===== config.mk =====
export PLATFORM = sky130hd
export DESIGN_NAME = seq_select_counter
export DESIGN_NICKNAME = d
export VERILOG_FILES = /design/src/rtl/seqcnt_pkg.sv /design/src/rtl/seqcnt_next.sv /design/src/rtl/seqcnt_term.sv /design/src/rtl/seqcnt_reg.sv /design/src/rtl/seq_select_counter.sv
export SDC_FILE = /design/constraint.sdc
export NUM_CORES = 1
export LEC_CHECK = 0
export BUFFER_PORTS_ARGS = -buffer_cell sky130_fd_sc_hd__buf_4
export CAP_MARGIN = 20
export CELL_PAD_IN_SITES_DETAIL_PLACEMENT = 1
export CELL_PAD_IN_SITES_GLOBAL_PLACEMENT = 1
export CORE_AREA = 4 4 41 43
export DETAILED_ROUTE_END_ITERATION = 10
export DIE_AREA = 0 0 45 47
export GPL_TIMING_DRIVEN = 0
export PLACE_DENSITY_LB_ADDON = 0.1
export SYNTH_ARGS = -nofsm -noshare
export SYNTH_HDL_FRONTEND = slang
export SYNTH_SLANG_ARGS = --single-unit

===== constraint.sdc =====
create_clock -name clk -period 1.65 [get_ports clk]
set_input_delay 0.0825 -clock clk [delete_from_list [all_inputs] [get_ports clk]]
set_output_delay 0.0825 -clock clk [all_outputs]
set_load 0.02 [all_outputs]

===== src/rtl/seqcnt_pkg.sv =====
package seqcnt_pkg;

    localparam int CNT_W     = 4;
    localparam int MODE_W    = 2;
    localparam int NUM_MODES = 1 << MODE_W;

    typedef logic [CNT_W-1:0] code_t;

    typedef enum logic [MODE_W-1:0] {
        SEQ_DECADE = 2'd0,
        SEQ_BIN6   = 2'd1,
        SEQ_GRAY6  = 2'd2,
        SEQ_SKIP5  = 2'd3
    } seq_mode_e;

    // One step of a sequence: whether the present code belongs to it,
    // and the code that follows it.
    typedef struct packed {
        logic  valid;
        code_t code;
    } step_t;

    // Final code of each sequence (the one that wraps to zero).
    function automatic code_t last_code(seq_mode_e m);
        code_t r;
        case (m)
            SEQ_DECADE: r = code_t'(9);
            SEQ_BIN6:   r = code_t'(5);
            SEQ_GRAY6:  r = code_t'(7);
            default:    r = code_t'(6);
        endcase
        return r;
    endfunction

    function automatic step_t step_decade(code_t c);
        step_t s;
        s.valid = (c <= code_t'(9));
        s.code  = (c < code_t'(9)) ? c + code_t'(1) : '0;
        return s;
    endfunction

    function automatic step_t step_bin6(code_t c);
        step_t s;
        s.valid = (c <= code_t'(5));
        s.code  = (c < code_t'(5)) ? c + code_t'(1) : '0;
        return s;
    endfunction

    function automatic step_t step_gray6(code_t c);
        step_t s;
        s.valid = 1'b1;
        case (c)
            code_t'(0): s.code = code_t'(1);
            code_t'(1): s.code = code_t'(3);
            code_t'(3): s.code = code_t'(2);
            code_t'(2): s.code = code_t'(6);
            code_t'(6): s.code = code_t'(7);
            code_t'(7): s.code = code_t'(0);
            default: begin
                s.valid = 1'b0;
                s.code  = '0;
            end
        endcase
        return s;
    endfunction

    function automatic step_t step_skip5(code_t c);
        step_t s;
        s.valid = 1'b1;
        case (c)
            code_t'(0): s.code = code_t'(1);
            code_t'(1): s.code = code_t'(2);
            code_t'(2): s.code = code_t'(4);
            code_t'(4): s.code = code_t'(6);
            code_t'(6): s.code = code_t'(0);
            default: begin
                s.valid = 1'b0;
                s.code  = '0;
            end
        endcase
        return s;
    endfunction

    function automatic step_t seq_step(seq_mode_e m, code_t c);
        step_t s;
        case (m)
            SEQ_DECADE: s = step_decade(c);
            SEQ_BIN6:   s = step_bin6(c);
            SEQ_GRAY6:  s = step_gray6(c);
            default:    s = step_skip5(c);
        endcase
        return s;
    endfunction

    function automatic logic code_valid(seq_mode_e m, code_t c);
        step_t s;
        s = seq_step(m, c);
        return s.valid;
    endfunction

endpackage


===== src/rtl/seqcnt_next.sv =====
module seqcnt_next
    import seqcnt_pkg::*;
(
    input  code_t     cur,
    input  seq_mode_e mode,
    output code_t     nxt
);

    step_t cand [NUM_MODES];

    // One successor table per sequence, all evaluated in parallel.
    generate
        for (genvar m = 0; m < NUM_MODES; m++) begin : g_mode
            assign cand[m] = seq_step(seq_mode_e'(MODE_W'(m)), cur);
        end
    endgenerate

    step_t sel;

    always_comb begin
        sel = cand[mode];
        // A code outside the selected sequence always recovers to zero.
        nxt = sel.valid ? sel.code : '0;
    end

endmodule


===== src/rtl/seqcnt_term.sv =====
module seqcnt_term
    import seqcnt_pkg::*;
(
    input  code_t     cur,
    input  seq_mode_e mode,
    output logic      at_last
);

    always_comb begin
        at_last = (cur == last_code(mode));
    end

endmodule


===== src/rtl/seqcnt_reg.sv =====
module seqcnt_reg
    import seqcnt_pkg::*;
(
    input  logic  clk,
    input  logic  rst,
    input  logic  en,
    input  code_t d,
    output code_t q
);

    always_ff @(posedge clk) begin
        if (rst) begin
            q <= '0;
        end else if (en) begin
            q <= d;
        end
    end

endmodule


===== src/rtl/seq_select_counter.sv =====
module seq_select_counter
    import seqcnt_pkg::*;
(
    input  logic              clk,
    input  logic              rst,
    input  logic              en,
    input  logic [MODE_W-1:0] mode,
    output logic [CNT_W-1:0]  count,
    output logic              at_last
);

    seq_mode_e mode_e;
    code_t     state_q;
    code_t     state_d;

    assign mode_e = seq_mode_e'(mode);

    seqcnt_next u_next (
        .cur  (state_q),
        .mode (mode_e),
        .nxt  (state_d)
    );

    seqcnt_reg u_reg (
        .clk (clk),
        .rst (rst),
        .en  (en),
        .d   (state_d),
        .q   (state_q)
    );

    seqcnt_term u_term (
        .cur     (state_q),
        .mode    (mode_e),
        .at_last (at_last)
    );

    assign count = state_q;

endmodule


==> qor.yml, run 1 <==
min_path:
  hp-start: "rst"
  hold-path-endpoint: "u_reg.q[0]$_SDFFE_PP0P_"
  hold_class: "input port to flip-flop"
  whs_path_depth: 2
critical_path:
  timing.rr.start: "u_reg.q[0]$_SDFFE_PP0P_"
  worst_path_max_delay_cell: "dfxtp_2"
  crit_type: "flip-flop to flip-flop"
  reg2reg_slack_ns: 0.10
  cp_num_buf_inv: 1
  r2r-end: "u_reg.q[1]$_SDFFE_PP0P_"
  crit_family: "compound AO/OA/AOI/OAI gates"
  cp-start-kind: "flip-flop"
  worstPathRequired_ns: 1.77
  critPathLaunch: "u_reg.q[0]$_SDFFE_PP0P_"
  reg2regPathDepth: 6
  path_cells: "inv_1 > ha_4 > nand2b_4 > a211oi_2 > nor2_1 > o311ai_2"
  cp.arrival_ns: 1.67
  crit_fanout: 7
  slowest_delay_ns: 0.36
  end_kind: "flip-flop"
route:
  first_pass_iters: 2
  wire_per_inst_um: 15.0
  drtIter0Drc: 3
  vias: 445
  final_antenna_net_count: 0
  drcViolationCount: 0
  avgViaCountPerCell: 5.56
  wl_mm: 1.20
floorplan:
  die_w_um: 45
  coreArea_mm2: 0.00130
  die_height_um: 47
  rows: 13
  start_util: 0.337
  die-area_mm2: 0.00212
  ios: 10
layout:
  utilization: 0.436
  drive_gt1_frac: 0.323
  registers.top_by_ff_count: "u_reg.q"
  nets: 76
  reg_top3: "u_reg.q x4"
  largest_reg_flops: 4
  num_antenna_cells: 0
  areaGrowthSynthToFinish_pct: 29.4
global_route:
  grt_pass1_wl_mm: 1.77
  antenna_found_initial: 0
  use_met1: 0.134
  grt_pass1_vias: 422
  grt_max_degree: 11
  grt.total_usage: 0.117
  met2_usage: 0.198
  grt.met3_usage: 0.0268
  grt_overflow_total: 0
  top_usage_layer: "met2"
timing:
  worst_slew_pin_slew_ns: 0.368
  slew_viol_final: 0
  timing.setup.tns_ns: 0
  skew_ns: 0.000746
  report.final.hold_viol_count: 0
  relSlewSlack: 0.752
  layout_min_cycle_time_ns: 1.55
  finalSetupViolations: 0
  fmax_ghz: 0.647
  setup_slack_ns: 0.104
  holdWs_ns: 0.0340
  rsz0062_at_grt: "no"
  timing.final.crit_share: 0.937
clocking:
  cts_made_buffers: 3
  clock_path_buffers: 2
  clk_latency_ns: 0.23
  clock-sinks: 4
  root_buffer: "clkbuf_4"
  cts.clk_slew.worst_paths_ns: 0.04
  post_cts_buffers: 0
  cts_tree: "built"
  h-tree-depth: 1
synthesis:
  synth.distinct_cells: 30
  muxShareOfSynthArea: 0
  syn_area_um2: 438
  synthArstFlopShare: 0
  netlist.area_leader.share: 0.183
  synth.most_common_cell: "nor2_1"
  synth-seq-cells: 4
  synthFlopType: "dfxtp_1"
  ys_top_cells_by_count: "nor2_1 (6), dfxtp_1 (4), ha_1 (4), inv_1 (4), nand2b_1 (4)"
  ys_top_cells_by_area: "dfxtp_1 (18%), ha_1 (11%), nand2b_4 (6.3%), nand2b_1 (5.7%), nor2_1 (5.1%)"
  synthSimpleGateAreaFrac: 0.306
  synth_xor_area_frac: 0.0200
  synth_top_family_by_area: "simple AND/OR/NAND/NOR gates"
  yosysTopAreaCell: "dfxtp_1"
  syn_inst: 54
  yosys_warnings: 0
  synth_nets: 63
  synth_compound_area_frac: 0.306
  ys_seq_area_frac: 0.183
  synth_edf_count: 0
  postSynthAreaPerCell_um2: 8.11
  synth_fa_ha_area_frac: 0.114
flow_run:
  drv_cap: 0
pwr:
  p_comb_frac: 0.400
  switching_power_mw: 0.141
  internal_power_mw: 0.260
  p_leak_nw: 0.231
  clkPwrFrac: 0.293
  pwr-share-seq: 0.307
  p_per_area_mw_per_mm2: 708
  switching_share: 0.352
  ir_worst_vdd_mv: 0.223
status:
  status: "completed"
place:
  numPortBuffers: 8
  gp_congestion: 0.722
  dp_hpwl_um: 905
  pre_cts_slack_ns: -0.103
cell type report:
cell class / count / area (um^2)
Multi-Input combinational cell: 44 / 352
Inverter: 4 / 15.0
Sequential cell: 4 / 82.6
Tap cell: 15 / 18.8
Fill cell: 167 / 734
Buffer: 2 / 16.3
Clock buffer: 3 / 22.5
Timing Repair Buffer: 8 / 60.1
through the flow:
stage	instances	area, um^2	power, mW
finish	80	567	0.402
global route	80	567	0.431
CTS	80	548	0.397
detailed placement	77	517	0.267
global placement	77	517	0.267
floorplan	54	438	0.218
worst reg2reg max path, stage by stage (launching register included):
cell,delay [ns]
dfxtp_2,0.36
inv_1,0.16
ha_4,0.21
nand2b_4,0.06
a211oi_2,0.28
nor2_1,0.09
o311ai_2,0.28
per-layer routing:
metal,vias up,part of all wire
li1,224,-
met4,0,0
met5,-,0
met1,214,0.49
met2,7,0.47
met3,0,0.040
how the worst max path moves through the flow:
stage / endpoint / slack (ns) / cells past startpoint
final: u_reg.q[1]$_SDFFE_PP0P_ / 0.10 / 6
after global routing: u_reg.q[1]$_SDFFE_PP0P_ / 0.001 / 6
after CTS: u_reg.q[1]$_SDFFE_PP0P_ / 0.002 / 6
after detailed placement: u_reg.q[2]$_SDFFE_PP0P_ / -0.10 / 6
after global placement: u_reg.q[1]$_SDFFE_PP0P_ / -0.08 / 6
after floorplan: u_reg.q[2]$_SDFFE_PP0P_ / 0.05 / 6
timing repair:
item | in CTS | in global routing
hold buffers | 0 | 0
gates resized for setup | 3 | 4
endpoints found under the setup margin | 4 | 4
gates cloned | 0 | 0
power groups by stage:
stage          clock [mW]  sequential (mW)  combinational [mW]
5_1_grt             0.129            0.125               0.177
4_1_cts             0.126            0.123               0.148
2_1_floorplan           0            0.127              0.0909
3_3_place_gp            0            0.124               0.143
6_report            0.118            0.123               0.161
3_5_place_dp            0            0.123               0.144
layout by cell type (no fill, tap or decap), drive strengths merged, types with 2 or more instances in the layout:
cell,instances
o21ai,4
nand2b,6
nand3,2
nor2,6
dfxtp,4
a311oi,2
inv,4
buf,10
or3,2
ha,4
clkbuf,3
nor2b,2
cell families after synthesis:
kind of cell | Yosys count
xor+xnor | 1
fa+ha+maj | 4
flops | 4
compound gates | 17
simple gates | 22
buf+inv | 6
Note: power is estimated with default switching activity, not from simulation.
==> inputs of run 2 (changes only) <==
Settings changed: CAP_MARGIN 20 to 10, CORE_AREA 4 4 41 43 to not set, CORE_MARGIN set to 4, CORE_UTILIZATION set to 33, DIE_AREA 0 0 45 47 to not set.
Clock period 1.65 ns to 2 ns, I/O delays scaled along.
==> qor.yml, run 2 (synthesized netlist as in run 1, its figures left out) <==
status:
  status: "completed"
floorplan:
  start_util: 0.374
  ios: 10
  die_height_um: 44.4
  rows: 12
  coreArea_mm2: 0.00117
  die-area_mm2: 0.00197
  die_w_um: 44.4
timing:
  timing.setup.tns_ns: 0
  timing.final.crit_share: 0.895
  relSlewSlack: 0.782
  slew_viol_final: 0
  fmax_ghz: 0.559
  holdWs_ns: 0.0584
  layout_min_cycle_time_ns: 1.79
  report.final.hold_viol_count: 0
  skew_ns: 0.00261
  worst_slew_pin_slew_ns: 0.324
  finalSetupViolations: 0
  rsz0062_at_grt: "no"
pwr:
  p_per_area_mw_per_mm2: 603
  ir_worst_vdd_mv: 0.208
  p_leak_nw: 0.226
layout:
  largest_reg_flops: 4
  nets: 76
  registers.top_by_ff_count: "u_reg.q"
  fin_cells: 79
  seqCellArea_um2: 80.1
  layout.cells.most_common: "buf_4"
  n_fill_cell: 154
  multi_input_area_um2: 327
  reg_top3: "u_reg.q x4"
  areaGrowthSynthToFinish_pct: 22.9
  layout_common_cells: "buf_4 (8), nor2_1 (6)"
  num_antenna_cells: 0
  drive_gt1_frac: 0.246
route:
  avgViaCountPerCell: 5.70
  final_antenna_net_count: 0
  drcViolationCount: 0
  wire_per_inst_um: 15.9
  drtIter0Drc: 2
  wl_mm: 1.25
  first_pass_iters: 4
  vias: 450
clocking:
  cts.clk_slew.worst_paths_ns: 0.04
  postCtsHoldBufs: 0
  cts_tree: "built"
  post_cts_buffers: 0
  cts_made_buffers: 3
  clk_latency_ns: 0.23
  h-tree-depth: 1
  clock_path_buffers: 2
  post_cts_resized: 0
  root_buffer: "clkbuf_4"
  clock-sinks: 4
critical_path:
  r2r-end: "u_reg.q[2]$_SDFFE_PP0P_"
  worstPathRequired_ns: 2.17
  reg2regPathDepth: 6
  crit_fanout: 8
  cp_num_cells: 6
  end_kind: "flip-flop"
  cp-start-kind: "flip-flop"
  cp.arrival_ns: 1.96
  reg2reg_slack_ns: 0.21
  crit_type: "flip-flop to flip-flop"
  path_cells: "inv_1 > ha_1 > nor2b_1 > or3_1 > a21oi_1 > o221a_1"
  slowest_delay_ns: 0.39
  cp_num_buf_inv: 1
  crit_path_end: "u_reg.q[2]$_SDFFE_PP0P_"
  crit_family: "simple AND/OR/NAND/NOR gates"
  worst_path_max_delay_cell: "dfxtp_1"
  critPathLaunch: "u_reg.q[1]$_SDFFE_PP0P_"
  timing.rr.start: "u_reg.q[1]$_SDFFE_PP0P_"
place:
  gp_congestion: 0.728
  dp_cells: 76
  numPortBuffers: 8
  dp_hpwl_um: 913
global_route:
  grt_max_degree: 11
  grt_pass1_vias: 432
  grt_pass1_wl_mm: 2.13
  grt_overflow_total: 0
  antenna_found_initial: 0
  grt.total_usage: 0.143
min_path:
  hold_class: "input port to flip-flop"
flow_run:
  drv_cap: 0
## run 2: cell count changes in the layout (fill, tap and decap cells not counted)
| cell | change |
|---|---|
| o311ai_2 | -1 |
| a21boi_0 | +1 |
| a21boi_1 | -1 |
| dfxtp_1 | +2 |
| o311ai_1 | +1 |
| ha_4 | -1 |
| nor3_2 | -1 |
| dfxtp_2 | -2 |
| ha_1 | +1 |
| nor3_1 | +1 |
## run 2: worst min-delay path by stage
stage	start	to	slack [ns]	depth (start not counted)
after floorplan	rst	u_reg.q[0]$_SDFFE_PP0P_	0.17	1
after global placement	rst	u_reg.q[0]$_SDFFE_PP0P_	0.30	2
after detailed placement	rst	u_reg.q[0]$_SDFFE_PP0P_	0.30	2
after CTS	rst	u_reg.q[0]$_SDFFE_PP0P_	0.06	2
after global routing	rst	u_reg.q[0]$_SDFFE_PP0P_	0.07	2
final	rst	u_reg.q[0]$_SDFFE_PP0P_	0.06	2
## run 2: worst reg2reg max path, delay by kind of cell (launching register included)
kind | cells | cell delay, ns
buf+inv | 1 | 0.14
flops | 1 | 0.39
fa+ha+maj | 1 | 0.33
simple gates | 2 | 0.43
compound gates | 2 | 0.42
## run 2: where the power goes
part	internal, mW	switching (mW)	leakage (nW)
registers	0.0869	0.0136	0.0329
clock network	0.0672	0.0340	0.0138
logic	0.0520	0.0705	0.179
## run 2: layout make-up
cell class / count / share of cell area
repair buffers: 8 / 0.112
well taps: 14 / 0.0326
multi-input cells: 44 / 0.607
clock buffers: 3 / 0.0419
plain buffers: 2 / 0.0302
flip-flops and latches: 4 / 0.149
inverters: 4 / 0.0279
## run 2: stage by stage
step                setup WS (ns)  total power, mW  instance area, um^2   util
floorplan                   0.401            0.180                  438      -
global placement            0.287            0.219                  515  0.440
detailed placement          0.266            0.222                  515  0.440
CTS                         0.217            0.327                  538  0.459
global route                0.104            0.345                  538  0.459
finish                      0.210            0.324                  538  0.459
## run 2: layer usage
metal | global-route usage | vias up | share of wire
li1 | - | 221 | -
met1 | 0.205 | 215 | 0.52
met2 | 0.218 | 12 | 0.42
met3 | 0.0163 | 2 | 0.053
met4 | 0.0542 | 0 | 0.0064
met5 | 0 | - | 0
==> inputs of run 3 (changes only) <==
Settings changed: ABC_AREA set to 1.
==> qor.yml, run 3 <==
status:
  status: "completed"
synthesis:
  yosys_warnings: 0
  ys_top_cells_by_area: "nand2_1 (16%), dfxtp_1 (16%), ha_1 (9.7%), nand3_1 (6.8%), a21oi_1 (5.8%)"
  synth_edf_count: 0
  synth-seq-cells: 4
  synth.most_common_cell: "nand2_1"
  syn_area_um2: 515
  postSynthAreaPerCell_um2: 6.44
  ys_top_cells_by_count: "nand2_1 (22), nand3_1 (7), a21oi_1 (6), inv_1 (6), nor2_1 (6)"
  synth_nets: 89
  yosysTopAreaCell: "nand2_1"
  ys_seq_area_frac: 0.155
  syn_inst: 80
  synthFlopType: "dfxtp_1"
  synthArstFlopShare: 0
  netlist.area_leader.share: 0.160
  synth.distinct_cells: 24
global_route:
  grt_pass1_wl_mm: 2.15
  grt_pass1_vias: 470
  grt_max_degree: 11
  grt.total_usage: 0.141
  antenna_found_initial: 0
  grt_overflow_total: 0
critical_path:
  cp.arrival_ns: 1.68
  slowest_delay_ns: 0.41
  crit_path_frequent_cell: "nand2_2"
  crit_fanout: 6
  timing.rr.start: "u_reg.q[0]$_SDFFE_PP0P_"
  worst_path_max_delay_cell: "dfxtp_1"
  cp-start-kind: "flip-flop"
  end_kind: "flip-flop"
  crit_type: "flip-flop to flip-flop"
  r2r-end: "u_reg.q[1]$_SDFFE_PP0P_"
  reg2reg_slack_ns: 0.44
  reg2regPathDepth: 10
  worstPathRequired_ns: 2.12
  path_cells: "inv_1 > ha_1 > nand2_2 > nand2_2 > nand2_2 > nand2_2 > nand2_1 > nand2_1 > o21ai_1 > a21oi_1"
layout:
  fin_cells: 108
  registers.top_by_ff_count: "u_reg.q"
  reg_top3: "u_reg.q x4"
  largest_reg_flops: 4
  layout.cells.most_common: "nand2_1"
  nets: 103
  num_antenna_cells: 0
  utilization: 0.420
  areaGrowthSynthToFinish_pct: 21.4
  layout_common_cells: "nand2_1 (22), buf_4 (9), nand3_1 (7)"
  drive_gt1_frac: 0.315
clocking:
  cts_tree: "built"
  h-tree-depth: 1
  cts_made_buffers: 3
  postCtsHoldBufs: 0
  clock_path_buffers: 2
  clock-sinks: 4
  root_buffer: "clkbuf_4"
  clk_latency_ns: 0.24
  post_cts_buffers: 0
  post_cts_resized: 0
  cts.clk_slew.worst_paths_ns: 0.04
pwr:
  finalPower_mw: 0.313
  p_leak_nw: 0.304
  p_per_area_mw_per_mm2: 500
  ir_worst_vdd_mv: 0.358
route:
  drtIter0Drc: 7
  vias: 534
  drcViolationCount: 0
  wl_mm: 1.32
  wire_per_inst_um: 12.2
  first_pass_iters: 4
  avgViaCountPerCell: 4.94
  final_antenna_net_count: 0
timing:
  report.final.hold_viol_count: 0
  timing.setup.tns_ns: 0
  slew_viol_final: 0
  relSlewSlack: 0.793
  layout_min_cycle_time_ns: 1.56
  fmax_ghz: 0.641
  holdWs_ns: 0.0376
  rsz0062_at_grt: "no"
  timing.final.crit_share: 0.780
  finalSetupViolations: 0
  worst_slew_pin_slew_ns: 0.311
  skew_ns: 0.00466
floorplan:
  start_util: 0.346
  ios: 10
  coreArea_mm2: 0.00149
  die_w_um: 47.5
  rows: 14
  die-area_mm2: 0.00226
  die_height_um: 47.5
min_path:
  hp-start: "rst"
  hold_class: "input port to flip-flop"
  hold-path-endpoint: "u_reg.q[2]$_SDFFE_PP0P_"
  whs_path_depth: 2
flow_run:
  drv_cap: 0
place:
  numPortBuffers: 9
  gp_congestion: 0.861
  dp_cells: 105
  dp_hpwl_mm: 1.09
==> run 3: cell types whose count changed after synthesis, moves of 4 or more <==
cell | before | now
a21oi_1 | 1 | 6
nand2_1 | 1 | 22
nand2_2 | 0 | 4
nand2b_1 | 4 | 0
nand3_1 | 2 | 7
==> run 3: kinds of logic (layout without fill, tap and decap cells) <==
| kind of cell | Yosys count | count (layout) | share of synthesized area |
|---|---|---|---|
| DFF | 4 | 4 | 0.155 |
| adders and majority gates | 4 | 4 | 0.0971 |
| xor gates and xnor gates | 1 | 1 | 0.0170 |
| and+or+nand+nor | 46 | 46 | 0.456 |
| AOI/OAI and AO/OA | 15 | 15 | 0.172 |
| buffers and inverters | 10 | 22 | 0.102 |
==> run 3: worst max path at each step <==
stage	startpoint	to	slack [ns]
detailed placement	u_reg.q[1]$_SDFFE_PP0P_	u_reg.q[1]$_SDFFE_PP0P_	0.43
CTS	u_reg.q[1]$_SDFFE_PP0P_	u_reg.q[1]$_SDFFE_PP0P_	0.42
global route	u_reg.q[0]$_SDFFE_PP0P_	u_reg.q[1]$_SDFFE_PP0P_	0.29
finish	u_reg.q[0]$_SDFFE_PP0P_	u_reg.q[1]$_SDFFE_PP0P_	0.44
floorplan	u_reg.q[0]$_SDFFE_PP0P_	u_reg.q[2]$_SDFFE_PP0P_	0.47
global placement	u_reg.q[0]$_SDFFE_PP0P_	u_reg.q[1]$_SDFFE_PP0P_	0.43
==> run 3: routing by layer <==
metal / share of wire / up-vias / global-route usage
met3: 0.030 / 0 / 0.0564
met4: 0 / 0 / 0.0331
met2: 0.49 / 7 / 0.214
li1: - / 286 / -
met1: 0.48 / 241 / 0.186
met5: 0 / - / 0
==> run 3: layout make-up <==
type | instances | area (um^2)
repair buffers | 9 | 67.6
multi-input cells | 66 | 383
inverters | 9 | 41.3
clock buffers | 3 | 22.5
plain buffers | 1 | 11.3
well taps | 16 | 20.0
flip-flops and latches | 4 | 80.1
fillers | 198 | 863
==> run 3: through the flow <==
step | setup slack, ns | area, um^2
2_1_floorplan | 0.474 | 515
3_3_place_gp | 0.433 | 603
3_5_place_dp | 0.427 | 603
4_1_cts | 0.418 | 626
5_1_grt | 0.285 | 626
6_report | 0.440 | 626
==> run 3: where the power goes <==
part / internal (mW) / switching (mW) / total, mW
Combinational: 0.0475 / 0.0698 / 0.117
Clock: 0.0673 / 0.0353 / 0.103
Sequential: 0.0852 / 0.00746 / 0.0926
==> run 3: critical path, delay by kind of cell, from the launching register on <==
family,cells,cell delay (ns)
AND/OR/NAND/NOR,6,0.41
buffers and inverters,1,0.14
AO/OA/AOI/OAI,2,0.17
flip-flops,1,0.41
adder cells (fa/ha/maj),1,0.31
